<file path="src/rtl/rst_dur_pkg.sv">
package rst_dur_pkg;
  typedef enum logic [1:0] {
    ST_PWRUP = 2'd0,
    ST_HOLD  = 2'd1,
    ST_REL   = 2'd2,
    ST_RUN   = 2'd3
  } seq_state_e;
endpackage

</file>
<file path="src/rtl/rst_dur_sync.sv">
module rst_dur_sync #(
  parameter int unsigned STAGES = 2
) (
  input  logic clk_i,
  input  logic rst_ni,
  input  logic d_i,
  output logic q_o
);
  logic [STAGES-1:0] ff_q;

  for (genvar g = 0; g < STAGES; g++) begin : g_stage
    if (g == 0) begin : g_first
      always_ff @(posedge clk_i or negedge rst_ni)
        if (!rst_ni) ff_q[g] <= 1'b1;
        else         ff_q[g] <= d_i;
    end else begin : g_next
      always_ff @(posedge clk_i or negedge rst_ni)
        if (!rst_ni) ff_q[g] <= 1'b1;
        else         ff_q[g] <= ff_q[g-1];
    end
  end

  assign q_o = ff_q[STAGES-1];
endmodule

</file>
<file path="src/rtl/rst_dur_meter.sv">
module rst_dur_meter #(
  parameter int unsigned SHORT_MIN = 16,
  parameter int unsigned CORE_MAX  = 128,
  parameter int unsigned FULL_MIN  = 160
) (
  input  logic clk_i,
  input  logic rst_ni,
  input  logic pin_low_i,
  output logic hit_short_o,
  output logic hit_core_o,
  output logic hit_full_o
);
  localparam int unsigned LW = $clog2(FULL_MIN + 1);

  logic [LW-1:0] len_q, len_d;

  always_comb begin
    if (!pin_low_i)                  len_d = '0;
    else if (len_q == LW'(FULL_MIN)) len_d = len_q;
    else                             len_d = len_q + 1'b1;
  end

  always_ff @(posedge clk_i or negedge rst_ni)
    if (!rst_ni) len_q <= '0;
    else         len_q <= len_d;

  // threshold reached on this edge's low sample
  assign hit_short_o = pin_low_i && (len_q >= LW'(SHORT_MIN - 1));
  assign hit_core_o  = pin_low_i && (len_q >= LW'(CORE_MAX - 1));
  assign hit_full_o  = pin_low_i && (len_q >= LW'(FULL_MIN - 1));

  AST_LEN_SAT: assert property (@(posedge clk_i) disable iff (!rst_ni)
    len_q <= LW'(FULL_MIN));
  AST_LEN_CLR: assert property (@(posedge clk_i) disable iff (!rst_ni)
    !pin_low_i |=> (len_q == '0));
endmodule

</file>
<file path="src/rtl/rst_dur_fsm.sv">
module rst_dur_fsm
  import rst_dur_pkg::*;
#(
  parameter int unsigned RELEASE_DLY = 16,
  parameter int unsigned HOST_DLY    = 200,
  parameter int unsigned SYNC_STAGES = 2
) (
  input  logic       clk_i,
  input  logic       rst_ni,
  input  logic       pin_low_i,
  input  logic       hit_short_i,
  input  logic       hit_full_i,
  output seq_state_e state_o,
  output logic       core_rst_o,
  output logic       core_run_o,
  output logic       host_ready_o
);
  // synchronizer latency is part of the release delay
  localparam int unsigned REL_WAIT = RELEASE_DLY - SYNC_STAGES;
  localparam int unsigned DW       = $clog2(REL_WAIT + 1);
  localparam int unsigned HW       = $clog2(HOST_DLY + 1);

  seq_state_e    state_q, state_d;
  logic [DW-1:0] dly_q, dly_d;
  logic [HW-1:0] host_q, host_d;

  always_comb begin
    state_d = state_q;
    dly_d   = dly_q;
    unique case (state_q)
      ST_PWRUP: if (hit_full_i) state_d = ST_HOLD;
      ST_HOLD: begin
        if (!pin_low_i) begin
          state_d = ST_REL;
          dly_d   = '0;
        end
      end
      ST_REL: begin
        if (hit_short_i)                     state_d = ST_HOLD;
        else if (dly_q == DW'(REL_WAIT - 1)) state_d = ST_RUN;
        else                                 dly_d   = dly_q + 1'b1;
      end
      ST_RUN: if (hit_short_i) state_d = ST_HOLD;
      default: state_d = ST_PWRUP;
    endcase
  end

  always_comb begin
    if (state_q != ST_RUN || state_d != ST_RUN) host_d = '0;
    else if (host_q == HW'(HOST_DLY))           host_d = host_q;
    else                                        host_d = host_q + 1'b1;
  end

  always_ff @(posedge clk_i or negedge rst_ni)
    if (!rst_ni) begin
      state_q <= ST_PWRUP;
      dly_q   <= '0;
      host_q  <= '0;
    end else begin
      state_q <= state_d;
      dly_q   <= dly_d;
      host_q  <= host_d;
    end

  assign state_o      = state_q;
  assign core_rst_o   = (state_q != ST_RUN);
  assign core_run_o   = (state_q == ST_RUN);
  assign host_ready_o = (state_q == ST_RUN) && (host_q == HW'(HOST_DLY));

  AST_PWRUP_LONG_ONLY: assert property (@(posedge clk_i) disable iff (!rst_ni)
    (state_q == ST_PWRUP && !hit_full_i) |=> (state_q == ST_PWRUP));
  AST_SHORT_IGNORED: assert property (@(posedge clk_i) disable iff (!rst_ni)
    (state_q == ST_RUN && !hit_short_i) |=> core_run_o);
  AST_RUN_FROM_REL: assert property (@(posedge clk_i) disable iff (!rst_ni)
    $rose(core_run_o) |-> ($past(state_q) == ST_REL));
  AST_HOST_AFTER_RUN: assert property (@(posedge clk_i) disable iff (!rst_ni)
    $rose(host_ready_o) |-> $past(core_run_o));
endmodule

</file>
<file path="src/rtl/rst_dur_pll.sv">
module rst_dur_pll
  import rst_dur_pkg::*;
(
  input  logic       clk_i,
  input  logic       rst_ni,
  input  seq_state_e state_i,
  input  logic       pin_low_i,
  input  logic       hit_core_i,
  input  logic       pll_lock_i,
  output logic       pll_rst_o,
  output logic       clk_sel_ref_o
);
  logic pll_rst_q, locked_q;

  always_ff @(posedge clk_i or negedge rst_ni)
    if (!rst_ni)                                 pll_rst_q <= 1'b1;
    else if (hit_core_i)                         pll_rst_q <= 1'b1;
    else if (state_i == ST_HOLD && !pin_low_i)   pll_rst_q <= 1'b0;

  // lock is sticky until the next PLL reset
  always_ff @(posedge clk_i or negedge rst_ni)
    if (!rst_ni)         locked_q <= 1'b0;
    else if (pll_rst_q)  locked_q <= 1'b0;
    else if (pll_lock_i) locked_q <= 1'b1;

  assign pll_rst_o     = pll_rst_q;
  assign clk_sel_ref_o = !locked_q;

  AST_SEL_AFTER_PLL_RST: assert property (@(posedge clk_i) disable iff (!rst_ni)
    pll_rst_o |=> clk_sel_ref_o);
  AST_LOCK_MASKED: assert property (@(posedge clk_i) disable iff (!rst_ni)
    (pll_rst_o && clk_sel_ref_o) |=> clk_sel_ref_o);
endmodule

</file>
<file path="src/rtl/rst_dur_seq.sv">
module rst_dur_seq
  import rst_dur_pkg::*;
#(
  parameter int unsigned SHORT_MIN   = 16,
  parameter int unsigned CORE_MAX    = 128,
  parameter int unsigned FULL_MIN    = 160,
  parameter int unsigned RELEASE_DLY = 16,
  parameter int unsigned HOST_DLY    = 200,
  parameter int unsigned SYNC_STAGES = 2
) (
  input  logic clk_i,
  input  logic rst_ni,
  input  logic ext_rst_ni,
  input  logic pll_lock_i,
  output logic core_rst_o,
  output logic pll_rst_o,
  output logic core_run_o,
  output logic host_ready_o,
  output logic clk_sel_ref_o
);
  logic       pin_sync, pin_low;
  logic       hit_short, hit_core, hit_full;
  seq_state_e state;

  rst_dur_sync #(.STAGES(SYNC_STAGES)) u_sync (
    .clk_i (clk_i),
    .rst_ni(rst_ni),
    .d_i   (ext_rst_ni),
    .q_o   (pin_sync)
  );

  assign pin_low = !pin_sync;

  rst_dur_meter #(
    .SHORT_MIN(SHORT_MIN),
    .CORE_MAX (CORE_MAX),
    .FULL_MIN (FULL_MIN)
  ) u_meter (
    .clk_i      (clk_i),
    .rst_ni     (rst_ni),
    .pin_low_i  (pin_low),
    .hit_short_o(hit_short),
    .hit_core_o (hit_core),
    .hit_full_o (hit_full)
  );

  rst_dur_fsm #(
    .RELEASE_DLY(RELEASE_DLY),
    .HOST_DLY   (HOST_DLY),
    .SYNC_STAGES(SYNC_STAGES)
  ) u_fsm (
    .clk_i       (clk_i),
    .rst_ni      (rst_ni),
    .pin_low_i   (pin_low),
    .hit_short_i (hit_short),
    .hit_full_i  (hit_full),
    .state_o     (state),
    .core_rst_o  (core_rst_o),
    .core_run_o  (core_run_o),
    .host_ready_o(host_ready_o)
  );

  rst_dur_pll u_pll (
    .clk_i        (clk_i),
    .rst_ni       (rst_ni),
    .state_i      (state),
    .pin_low_i    (pin_low),
    .hit_core_i   (hit_core),
    .pll_lock_i   (pll_lock_i),
    .pll_rst_o    (pll_rst_o),
    .clk_sel_ref_o(clk_sel_ref_o)
  );

  AST_PLL_WITH_CORE: assert property (@(posedge clk_i) disable iff (!rst_ni)
    pll_rst_o |-> core_rst_o);
endmodule

</file>
<file path="config.mk">
export PLATFORM = sky130hd
export DESIGN_NAME = rst_dur_seq
export DESIGN_NICKNAME = d
export VERILOG_FILES = /design/src/rtl/rst_dur_pkg.sv /design/src/rtl/rst_dur_sync.sv /design/src/rtl/rst_dur_meter.sv /design/src/rtl/rst_dur_fsm.sv /design/src/rtl/rst_dur_pll.sv /design/src/rtl/rst_dur_seq.sv
export SDC_FILE = /design/constraint.sdc
export NUM_CORES = 1
export LEC_CHECK = 0
export BUFFER_PORTS_ARGS = -buffer_cell sky130_fd_sc_hd__buf_2
export CAP_MARGIN = 20
export CORE_MARGIN = 2
export CORE_UTILIZATION = 40
export CTS_CLUSTER_DIAMETER = 200
export DETAILED_ROUTE_END_ITERATION = 6
export PLACE_DENSITY = 0.56
export SETUP_SLACK_MARGIN = 0.5
export SLEW_MARGIN = 10
export SYNTH_ARGS = -nofsm -noshare
export SYNTH_HDL_FRONTEND = slang
export SYNTH_SLANG_ARGS = --single-unit
</file>
<file path="constraint.sdc">
create_clock -name clk_i -period 1.7 [get_ports clk_i]
set_input_delay 0.085 -clock clk_i [delete_from_list [all_inputs] [get_ports clk_i]]
set_output_delay 0.085 -clock clk_i [all_outputs]
set_load 0.01 [all_outputs]
</file>
==> impl_metrics.csv <==
group,metric,value,unit
status,status,"completed",
floorplan,core_region_area,0.003311,sq mm
cells_and_area,nFillCells,300,
route,via_count,1128,
pwr,p_per_area,613.7,mW/mm^2
pwr,p_int,0.9060,mW
global_routing,grt_max_degree,27,
critical_path,worstSetupPathType,"reg2reg",
sta,finalSetupTns,0,ns
yosys,yosys.area.top_type,"dfrtp_1",
floorplan,start_util,41.65,%
cells_and_area,drive_above_1_share,43.50,%
yosys,syn_inst,141,
pwr,comb_power_share,6.8,%
cells_and_area,diodes,0,
global_routing,grt_pass1_wl,5257,microns
route,avgRoutedWirePerCell,13.96,microns
sta,slew_headroom,62.11,%
route,first_iter_violations,43,
pwr,p_leak,0.8071,nW
route,dr.pass1.iters,4,
route,postRouteAntennaNets,0,
yosys,synth_area,0.001379,sq mm
sta,holdWs,0.2523,ns
yosys,yosysTopAreaCellShare,41.74,%
global_routing,track_usage,16.58,%
yosys,synthesis.nets,151,
critical_path,cp.required,1.96,ns
cells_and_area,syn2layout_area_growth,36.57,%
floorplan,die_width,62.71,microns
yosys,synth_common_cells,"dfrtp_1 (23), nor2_1 (20), nand2_1 (14)",
yosys,async_flop_share,100.0,%
route,route.detailed.drc,0,
sta,finalSetupViolations,0,
floorplan,row_count,21,
critical_path,cp-start-kind,"flop",
yosys,synth_ff_type,"dfrtp_1",
cells_and_area,multiInputGateArea,800.8,sq um
floorplan,io_pins,9,
pwr,p_clk_share,37.9,%
yosys,yosys-top-cells-area,"dfrtp_1 (42%), xor2_1 (7.0%), dfstp_2 (5.7%)",
global_routing,grt_overflow,0,
place,port_buffers,8,
critical_path,worstPathArrival,1.75,ns
yosys,avgSynthCellArea,9.779,sq um
critical_path,reg2reg_from,"u_meter.len_q[5]",
place,place.gp.congestion,0.8399,
pwr,p_total,1.156,mW
sta,fin_skew,0.01786,ns
pwr,swShare,21.61,%
sta,period_needed,1.490,ns
sta,worst_pin_slew,0.5683,ns
cts,htree_levels,1,
sta,final.period_utilization,87.65,%
cts,cts_buffers,3,
floorplan,die_y,62.71,microns
yosys,synth_edf_count,0,
route,via_per_inst,5.058,
global_routing,antenna_found_initial,0,
cts,cts_tree,"built",
sta,rsz0062_at_grt,"true",
route,drt_wl_total,3114,microns
global_routing,grt_pass1_vias,1186,
yosys,yosysSeqAreaShare,47.46,%
pwr,seqPwrFrac,55.3,%
cts,worst_setup_hold_path_clk_slew,0.16,ns
yosys,synthMostInstantiatedCell,"dfrtp_1",
job,cap_viol_max_count,0,
cts,cts_sinks,26,
cts,root_buffer,"clkbuf_4",
sta,hold_viol,0,
critical_path,startpoint,"u_meter.len_q[5]",
sta,slew_viol_final,0,
yosys,synth_warnings,0,
place,hpwl,1735,microns
critical_path,crit_path_max_fanout,3,
cells_and_area,seqCellArea,661.9,sq um
cts,clock_latency,0.33,ns
hold_path,hp-class,"in2async",
cts,cts.path.max_buffers,2,
floorplan,die_area,0.003933,sq mm
cells_and_area,final_nets,188,
sta,max_freq,671.1,MHz
pwr,ir_drop,0.3213,mV
yosys,ys_types,36,
pwr,p_sw,0.2497,mW
critical_path,worst_setup_path_end_kind,"flop",
yosys,synth_seq_cells,26,
## per-stage QoR
stage               setup WS, ns  utilization [%]  std cells  instance area, sq um
finish                    0.2100            56.88        223                  1883
global route              0.1381            56.88        223                  1883
CTS                       0.2739            51.70        216                  1712
detailed placement        0.1882            44.52        193                  1474
global placement          0.2113            44.52        193                  1474
floorplan                 0.3122                -        141                  1389
## final timing paths
kind	to	slack, ns	depth (start not counted)
max in group asynchronous	u_meter.len_q[4]	1.02	2
min	u_fsm.dly_q[2]	0.25	2
max reg2reg	u_fsm.dly_q[0]	0.21	4
max	u_fsm.dly_q[0]	0.21	4
min in group clk_i	u_sync.q_o	0.37	0
min reg2reg	u_sync.q_o	0.37	0
## placed cells by master, fill, tap and decap left out, types with 3 or more instances in the layout
cell           synthesis  layout
xor2_1                11      11
clkbuf_4               0       3
inv_1                  9       5
nor2_1                20      15
nand2_1               14      12
dfstp_2                3       3
dfrtp_2                0       6
o21ai_0                5       3
dlygate4sd3_1          0       3
dfrtp_1               23      17
nand3_1               10       7
nand3_2                0       3
buf_6                  1       5
nor2_2                 0       5
mux2i_1                3       3
buf_4                  0      20
ha_4                   0       3
buf_2                  0       7
## sequential cells by signal, indices dropped and copies added (netlist names)
name	cells
u_fsm.dly_q	4
u_meter.len_q	8
u_pll.pll_rst_o	1
u_pll.locked_q	1
u_fsm.state_o	2
u_fsm.host_q	8
u_sync.q_o	1
u_sync.ff_q	1
## cells by family (layout without fill, tap and decap cells)
family	count (synthesis)	count (layout)	share of synthesized area, %
simple gates	63	63	23.50
fa+ha+maj	6	6	5.445
compound gates	18	18	9.256
mux	3	3	2.178
flops	26	26	47.46
buf+inv	12	48	3.901
xor+xnor	13	13	8.258
## metal layers
layer | global-route usage [%] | wire length (microns)
met1 | 19.93 | 1368
met2 | 30.24 | 1635
met3 | 1.622 | 56
met4 | 6.667 | 53
met5 | 0 | 0
## worst max-delay path, stage by stage, from the launching register on
cell and delay, ns:
dfrtp_2 0.47, nor4_4 0.40, o2111ai_4 0.18, xor2_1 0.21, o22ai_1 0.17
## power groups by stage
stage,Clock [mW],Sequential [mW],Combinational [mW]
finish,0.438,0.639,0.0788
global route,0.481,0.641,0.0892
CTS,0.443,0.637,0.0602
global placement,0,0.652,0.0382
floorplan,0,0.648,0.0191
detailed placement,0,0.652,0.0388
## layout make-up
type | count | share of cell area, %
tap | 46 | 3.056
multi-input combinational | 103 | 42.52
clock inverter | 1 | 1.595
clock buffer | 3 | 1.196
timing repair buffer | 35 | 14.42
sequential | 26 | 35.15
inverter | 9 | 2.060
## timing repair
action	in CTS	in global routing
gates cloned	0	0
hold buffers	3	0
endpoints found under the setup margin	21	21
pin swaps	11	15
gates resized for setup	13	30
setup buffers	16	7
endpoints found under the hold margin	25	0
Power figures use the tool's default switching activity.
